--- config.mk ---
export PLATFORM = sky130hd
export DESIGN_NAME = subsec_alarm
export DESIGN_NICKNAME = d
export VERILOG_FILES = /design/src/rtl/subsec_alarm_pkg.sv /design/src/rtl/subsec_alarm_regs.sv /design/src/rtl/subsec_cmp_mask.sv /design/src/rtl/subsec_down_counter.sv /design/src/rtl/subsec_alarm.sv
export SDC_FILE = /design/constraint.sdc
export NUM_CORES = 1
export LEC_CHECK = 0
export ABC_AREA = 1
export BUFFER_PORTS_ARGS = -buffer_cell sky130_fd_sc_hd__buf_2
export CORE_UTILIZATION = 40
export CTS_BUF_LIST = sky130_fd_sc_hd__clkbuf_2 sky130_fd_sc_hd__clkbuf_4 sky130_fd_sc_hd__clkbuf_8
export CTS_CLUSTER_DIAMETER = 200
export DETAILED_ROUTE_END_ITERATION = 6
export MAX_ROUTING_LAYER = met4
export PLACE_DENSITY = 0.69
export SETUP_SLACK_MARGIN = 0.4
export SKIP_LAST_GASP = 1
export SLEW_MARGIN = 20
export SYNTH_ARGS = -nofsm -noshare
export SYNTH_HDL_FRONTEND = slang
export SYNTH_HIERARCHICAL = 1
export SYNTH_SLANG_ARGS = --single-unit
--- constraint.sdc ---
create_clock -name clk -period 3.4 [get_ports clk]
set_clock_uncertainty 0.15 [all_clocks]
set_input_delay 0.85 -clock clk [delete_from_list [all_inputs] [get_ports clk]]
set_output_delay 0.85 -clock clk [all_outputs]
set_load 0.05 [all_outputs]
--- src/rtl/subsec_alarm_pkg.sv ---
`timescale 1ns/1ps
package subsec_alarm_pkg;
  typedef enum logic {
    VIEW_CTRL = 1'b0,
    VIEW_BIN  = 1'b1
  } wr_view_e;

  localparam int unsigned CTRL_LOW_LSB = 0;
  localparam int unsigned CTRL_CNT_LSB = 16;
  localparam int unsigned CTRL_CLR_BIT = 24;
endpackage

--- src/rtl/subsec_alarm_regs.sv ---
`timescale 1ns/1ps
module subsec_alarm_regs
  import subsec_alarm_pkg::*;
#(
  parameter int CNT_W  = 32,
  parameter int SUB_W  = 15,
  parameter int NCNT_W = 6
) (
  input  logic              clk,
  input  logic              rst_n,
  input  logic              alarm_en,
  input  logic              init_mode,
  input  logic              wr_valid,
  output logic              wr_ready,
  input  logic              wr_sel,
  input  logic [CNT_W-1:0]  wr_data,
  output logic [CNT_W-1:0]  alm_q,
  output logic [NCNT_W-1:0] ncnt_q,
  output logic              clr_q
);
  logic take;

  assign wr_ready = !alarm_en || init_mode;
  assign take     = wr_valid && wr_ready;

  always_ff @(posedge clk) begin
    if (!rst_n) begin
      alm_q  <= '0;
      ncnt_q <= '0;
      clr_q  <= 1'b0;
    end else if (take) begin
      if (wr_view_e'(wr_sel) == VIEW_BIN) begin
        alm_q <= wr_data;
      end else begin
        alm_q[SUB_W-1:0] <= wr_data[CTRL_LOW_LSB +: SUB_W];
        ncnt_q           <= wr_data[CTRL_CNT_LSB +: NCNT_W];
        clr_q            <= wr_data[CTRL_CLR_BIT];
      end
    end
  end

  AST_WRITE_BLOCKED: assert property (@(posedge clk) disable iff (!rst_n)
    (alarm_en && !init_mode) |=> ($stable(alm_q) && $stable(ncnt_q) && $stable(clr_q)));
endmodule

--- src/rtl/subsec_cmp_mask.sv ---
`timescale 1ns/1ps
module subsec_cmp_mask #(
  parameter int CNT_W  = 32,
  parameter int SUB_W  = 15,
  parameter int NCNT_W = 6
) (
  input  logic [NCNT_W-1:0] ncnt,
  input  logic              bin_mode,
  output logic [CNT_W-1:0]  keep
);
  for (genvar i = 0; i < CNT_W; i++) begin : g_bit
    localparam int unsigned IDX = i;
    logic in_range;
    assign in_range = 32'(ncnt) > IDX;
    if (i < SUB_W) begin : g_low
      assign keep[i] = in_range;
    end else begin : g_high
      assign keep[i] = in_range && bin_mode;
    end
  end
endmodule

--- src/rtl/subsec_down_counter.sv ---
`timescale 1ns/1ps
module subsec_down_counter #(
  parameter int CNT_W = 32
) (
  input  logic             clk,
  input  logic             rst_n,
  input  logic             step,
  input  logic             reload_en,
  input  logic [CNT_W-1:0] reload_at,
  output logic [CNT_W-1:0] dec_o,
  output logic [CNT_W-1:0] nxt_o,
  output logic [CNT_W-1:0] cnt_q
);
  localparam logic [CNT_W-1:0] ALL_ONES = '1;

  assign dec_o = cnt_q - CNT_W'(1);
  assign nxt_o = (reload_en && (dec_o == reload_at)) ? ALL_ONES : dec_o;

  always_ff @(posedge clk) begin
    if (!rst_n)    cnt_q <= '0;
    else if (step) cnt_q <= nxt_o;
  end

  AST_HOLD_NO_STEP: assert property (@(posedge clk) disable iff (!rst_n)
    !step |=> $stable(cnt_q));
endmodule

--- src/rtl/subsec_alarm.sv ---
`timescale 1ns/1ps
module subsec_alarm #(
  parameter int CNT_W  = 32,
  parameter int SUB_W  = 15,
  parameter int NCNT_W = 6
) (
  input  logic             clk,
  input  logic             rst_n,
  input  logic             tick,
  input  logic             sec_inc,
  input  logic             bin_mode,
  input  logic             alarm_en,
  input  logic             init_mode,
  input  logic             wr_valid,
  output logic             wr_ready,
  input  logic             wr_sel,
  input  logic [CNT_W-1:0] wr_data,
  output logic [CNT_W-1:0] cnt_value,
  output logic             match
);
  logic [CNT_W-1:0]  alm;
  logic [NCNT_W-1:0] ncnt;
  logic              clr;
  logic [CNT_W-1:0]  keep;
  logic [CNT_W-1:0]  dec;
  logic [CNT_W-1:0]  nxt;
  logic              no_cmp;
  logic              hit;

  subsec_alarm_regs #(.CNT_W(CNT_W), .SUB_W(SUB_W), .NCNT_W(NCNT_W)) u_regs (
    .clk(clk), .rst_n(rst_n), .alarm_en(alarm_en), .init_mode(init_mode),
    .wr_valid(wr_valid), .wr_ready(wr_ready), .wr_sel(wr_sel), .wr_data(wr_data),
    .alm_q(alm), .ncnt_q(ncnt), .clr_q(clr)
  );

  subsec_cmp_mask #(.CNT_W(CNT_W), .SUB_W(SUB_W), .NCNT_W(NCNT_W)) u_mask (
    .ncnt(ncnt), .bin_mode(bin_mode), .keep(keep)
  );

  subsec_down_counter #(.CNT_W(CNT_W)) u_cnt (
    .clk(clk), .rst_n(rst_n), .step(tick), .reload_en(clr && bin_mode),
    .reload_at(alm), .dec_o(dec), .nxt_o(nxt), .cnt_q(cnt_value)
  );

  assign no_cmp = (ncnt == '0);
  assign hit    = alarm_en && (no_cmp ? sec_inc
                                      : (tick && (((dec ^ alm) & keep) == '0)));

  always_ff @(posedge clk) begin
    if (!rst_n) match <= 1'b0;
    else        match <= hit;
  end

  AST_PULSE_NEEDS_EN: assert property (@(posedge clk) disable iff (!rst_n)
    match |-> $past(alarm_en));
  AST_ZERO_CNT_SEC: assert property (@(posedge clk) disable iff (!rst_n)
    (match && $past(no_cmp)) |-> $past(sec_inc));
  AST_BCD_FREE_RUN: assert property (@(posedge clk) disable iff (!rst_n)
    (tick && !bin_mode) |=> (cnt_value == $past(cnt_value) - CNT_W'(1)));
endmodule

==> metrics.yaml, run 1 <==
crit_path_end: "u_cnt/cnt_q[26]$_SDFFE_PN0P_"
fmax_ghz: 0.365
core-area_um2: 15300
place_inst: 1405
grt_pass1_wl_um: 30700
worst_ep_arrival_time_ps: 2910
mostFrequentLayoutCell: "nand2_1"
dp_slack_ps: 565
critPathLaunchType: "register"
antennaDiodeCount: 0
cts_root_buf: "clkbuf_8"
drtAntennaViolNets: 0
slowest_stage: "dfxtp_1"
outcome: "complete, but fails checks"
power_density_nw_per_um2: 378
dieHeight_um: 128
violations: "DRC"
drc: 7
routabilityCongestion: 0.989
worstSetupEndpointType: "register"
fp.dieW_um: 128
ios: 75
final_cells: 1421
final_area_um2: 6890
viasPerCell: 4.89
holdBufCountCts: 0
yosysWarnings: 6
r2r-end: "u_cnt/cnt_q[26]$_SDFFE_PN0P_"
finalPower_mw: 2.61
rows: 45
ir_drop_uv: 161
synthesis.instances: 1156
vias: 6946
slew_viol_final: 0
r2r_cells: 17
cp-startpoint: "u_cnt/cnt_q[0]$_SDFFE_PN0P_"
placed_area_um2: 6710
setup_slack_ps: 664
cp_common_cell: "nand2_1"
insertion_delay_ps: 370
setup_viol: 0
fin_crit_ps: 2740
hp-class: "register to register"
synth.net_count: 1198
wl_per_cell_um: 13.3
path_cells: "inv_1 > buf_4 > nand2_2 > nor2_4 > nand2_2 > nor2_1 > nand2_1 > nand3_1 > nand2_1 > nor2_1 > nand2_1 > nor2_2 > nand3_4 > buf_4 > nand3_1 > nand2_1 > inv_1"
path_clk_slew_ps: 80
grt_pass1_vias: 6093
slew_headroom_pct: 65.9
syn_area_per_cell_um2: 5.46
final_nets: 1247
drv_cap: 0
grt_max_degree: 41
dieArea_um2: 16300
crit_path_max_fanout: 19
initial_utilization_pct: 41.2
clockBufferDepth: 2
rsz0062_at_grt: "false"
drt_first_pass_iters: 7
hold_violations: 0
tns_ps: 0
r2r_setup_slack_ps: 660
final_cell_mix: "nand2_1, inv_1, nor2_1, nand3_1, buf_2"
hpwl_um: 14700
cts_max_level: 3
reg2reg_from: "u_cnt/cnt_q[0]$_SDFFE_PN0P_"
cts_sinks: 72
hold_ws_ps: 363
cts_tree: "yes"
worst_pin_slew_ps: 511
antenna_found_initial: 0
final_core_util_pct: 45.0
drt_iter0_drc: 672
io_buffers: 74
grt-ovfl-total: 0
slowest_delay_ps: 340
criticalPathCategory: "register to register"
wirelength_um: 18900
layout_worst_path_cycle_share_pct: 80.5
grt_usage_pct: 25.0
drive_gt1_share_pct: 11.7
syn_to_final_growth_pct: 9.13
cp_data_required_time_ps: 3570
numCtsBuffers: 9
p_leak_nw: 4.02
synth_area_um2: 6310
final cells by class:
class                   instances  area, um^2
fillers                      1726        8420
multi-input cells             774        3580
flip-flops and latches         72        1440
inverters                     265         995
repair buffers                 83         438
well taps                     211         264
clock buffers                  12         153
clock inverters                 4        20.0
metal layers:
layer	GRT usage [%]	share of wire [%]	vias to the layer above
met5	-	0	-
met1	34.0	48	3078
li1	-	-	3576
met4	10.0	3.4	0
met3	4.06	6.7	47
met2	36.7	42	245
worst min-delay path by stage:
stage,startpoint,end,slack (ps),cells past startpoint
finish,u_regs/clr_q$_SDFFE_PN0P_,u_regs/clr_q$_SDFFE_PN0P_,360,4
global route,u_regs/clr_q$_SDFFE_PN0P_,u_regs/clr_q$_SDFFE_PN0P_,380,4
CTS,u_regs/clr_q$_SDFFE_PN0P_,u_regs/clr_q$_SDFFE_PN0P_,360,4
detailed placement,u_regs/clr_q$_SDFFE_PN0P_,u_regs/clr_q$_SDFFE_PN0P_,350,4
global placement,u_regs/clr_q$_SDFFE_PN0P_,u_regs/clr_q$_SDFFE_PN0P_,350,4
floorplan,u_regs/clr_q$_SDFFE_PN0P_,u_regs/clr_q$_SDFFE_PN0P_,340,4
repair_timing:
item | in CTS | in global routing
buffers inserted | 0 | 0
gates resized for setup | 0 | 1
setup endpoints to repair | 0 | 12
worst max-delay path, delay by kind of cell (launching register included):
family / cells / cell delay (ps)
buf+inv: 4 / 490
flops: 1 / 340
simple gates: 13 / 1680
power by group:
part           internal, mW  leakage, nW  switching, mW  total [mW]
combinational         0.301         3.33          0.657       0.958
clock                 0.297       0.0967          0.348       0.644
sequential            0.905        0.595          0.100        1.01
registers in the layout, summed over array words and instances, names as in the netlist:
name           flops
u_regs/clr_q       1
match              1
u_cnt/cnt_q       32
u_regs/alm_q      32
u_regs/ncnt_q      6
Power figures use the tool's default switching activity.
==> run 2: changes to the inputs <==
Clock period 3.4 ns to 2.8 ns, I/O delays scaled along.
==> metrics.yaml, run 2 (synthesis gave the netlist of run 1 again) <==
clockBufferDepth: 2  # unchanged
critPathLaunchType: "register"
hp-class: "register to register"
drv_cap: 0  # unchanged
crit_path_max_fanout: 8  # -11
dieHeight_um: 128  # unchanged
routabilityCongestion: 0.983  # -0.63%
layout_worst_path_cycle_share_pct: 93.1  # +13 points
drive_gt1_share_pct: 19.3  # +7.6 points
drt_iter0_drc: 665  # -1.0%
drtAntennaViolNets: 0  # unchanged
gr-usage-met2_pct: 38.2  # +1.5 points
final_area_um2: 7540  # +9.4%
cp_data_required_time_ps: 2980  # -590 ps
cp_common_cell: "nand2_1"
insertion_delay_ps: 380  # about the same
cts_root_buf: "clkbuf_8"
crit_path_end: "u_cnt/cnt_q[4]$_SDFFE_PN0P_"
antennaDiodeCount: 0  # unchanged
p_leak_nw: 4.25  # +5.7%
tns_ps: 0  # unchanged
top_usage_layer: "met2"
wirelength_um: 20000  # +5.8%
criticalPathCategory: "register to register"
path_clk_slew_ps: 80  # about the same
cts_max_level: 3  # unchanged
fmax_ghz: 0.384  # +5.0%
setup_viol: 0  # unchanged
antenna_found_initial: 0  # unchanged
hold_violations: 0  # unchanged
power_density_nw_per_um2: 467  # +23%
r2r-end: "u_cnt/cnt_q[4]$_SDFFE_PN0P_"
rsz0062_at_grt: "true"
slew_headroom_pct: 65.5  # -0.42 points
grt-ovfl-total: 0  # unchanged
syn_to_final_growth_pct: 19.4
grt_pass1_vias: 6186  # +1.5%
drt_first_pass_iters: 5  # -2
fin_crit_ps: 2610  # -130 ps
cts_sinks: 72  # unchanged
ios: 75  # unchanged
final_nets: 1273  # +2.1%
slowest_stage: "dfxtp_4"
r2r_cells: 18  # +1
slew_viol_final: 0  # unchanged
rows: 45  # unchanged
reg2reg_from: "u_cnt/cnt_q[1]$_SDFFE_PN0P_"
finalPower_mw: 3.52  # +35%
wl_per_cell_um: 13.9  # +3.9%
path_cells: "inv_4 > ha_4 > nand2_4 > nor2_4 > buf_12 > nand2_8 > nand2_4 > nand3_2 > nand2_1 > nand2_1 > nor2_1 > nand3_1 > nor2_2 > nand3_4 > clkbuf_16 > nand3_1 > nand2_1 > inv_1"
grt_usage_pct: 25.2  # +0.24 points
dieArea_um2: 16300  # unchanged
mostFrequentLayoutCell: "nand2_1"
grt_max_degree: 41  # unchanged
slowest_delay_ps: 370  # +30 ps
numCtsBuffers: 9  # unchanged
grt_use_met1_pct: 33.3  # -0.69 points
grt_pass1_wl_um: 30700  # +0.22%
ir_drop_uv: 289  # +80%
vias: 7197  # +3.6%
viasPerCell: 4.97  # +1.8%
drc: 0  # -7
outcome: "finished clean"
cts_tree: "yes"
fp.dieW_um: 128  # unchanged
final_cell_mix: "nand2_1, inv_1, nand3_1, nor2_1, buf_2"
worst_ep_arrival_time_ps: 2780  # -130 ps
r2r_setup_slack_ps: 190  # -470 ps
initial_utilization_pct: 41.2  # unchanged
worst_pin_slew_ps: 516  # +4.42 ps
cp-startpoint: "u_cnt/cnt_q[1]$_SDFFE_PN0P_"
worstSetupEndpointType: "register"
core-area_um2: 15300  # unchanged
placed_area_um2: 6830  # +1.8%
hpwl_um: 14900  # +1.1%
top_regs: "u_cnt/cnt_q x32, u_regs/alm_q x32, u_regs/ncnt_q x6"
met3_usage_pct: 3.56  # -0.50 points
io_buffers: 74  # unchanged
-- run 2: final cells by class --
| type | instances | area [um^2] |
|---|---|---|
| clock buffers | 10 | 138 |
| clock inverters | 6 | 82.6 |
| fillers | 1668 | 7780 |
| inverters | 265 | 1000 |
| multi-input cells | 774 | 3870 |
| flip-flops and latches | 72 | 1460 |
| well taps | 211 | 264 |
| repair buffers | 109 | 721 |
-- run 2: timing repair --
action,4_1_cts,5_1_grt
pin swaps,8,24
hold buffers,0,0
hold endpoints to repair,0,0
resized for setup,28,71
setup buffers,6,5
endpoints found under the setup margin,33,33
gates cloned,0,3
-- run 2: worst min-delay path by stage --
stage | startpoint | to | cells past startpoint
6_report | u_regs/clr_q$_SDFFE_PN0P_ | u_regs/clr_q$_SDFFE_PN0P_ | 4
4_1_cts | u_regs/clr_q$_SDFFE_PN0P_ | u_regs/clr_q$_SDFFE_PN0P_ | 4
3_5_place_dp | u_regs/clr_q$_SDFFE_PN0P_ | u_regs/clr_q$_SDFFE_PN0P_ | 4
5_1_grt | u_regs/alm_q[1]$_SDFFE_PN0P_ | u_regs/alm_q[1]$_SDFFE_PN0P_ | 2
3_3_place_gp | u_regs/clr_q$_SDFFE_PN0P_ | u_regs/clr_q$_SDFFE_PN0P_ | 4
2_1_floorplan | u_regs/clr_q$_SDFFE_PN0P_ | u_regs/clr_q$_SDFFE_PN0P_ | 4
-- run 2: per-stage QoR --
stage | hold slack, ps | instances | setup slack [ps] | utilization, %
2_1_floorplan | 336 | 1156 | 411 | -
3_3_place_gp | 358 | 1417 | 46.1 | 44.6
3_5_place_dp | 360 | 1417 | 41.9 | 44.6
4_1_cts | 375 | 1439 | 385 | 47.1
5_1_grt | 409 | 1447 | 108 | 49.2
6_report | 375 | 1447 | 194 | 49.2
-- run 2: critical path, delay by kind of cell, from the launching register on --
family | cells | cell delay, ps
and+or+nand+nor | 13 | 1370
buffers and inverters | 4 | 510
adders and majority gates | 1 | 160
DFF | 1 | 370
-- run 2: per-layer routing --
layer  vias to the layer above  routed length (um)  share of wire (%)
met5                         -                   0                  0
met2                       319                8530                 43
met4                         0                 699                3.5
met1                      3175                9320                 46
met3                        61                1490                7.4
li1                       3642                   -                  -
-- run 2: power breakdown --
group	internal (mW)	switching [mW]
sequential	1.10	0.130
clock	0.521	0.433
combinational	0.451	0.883
total	2.07	1.45
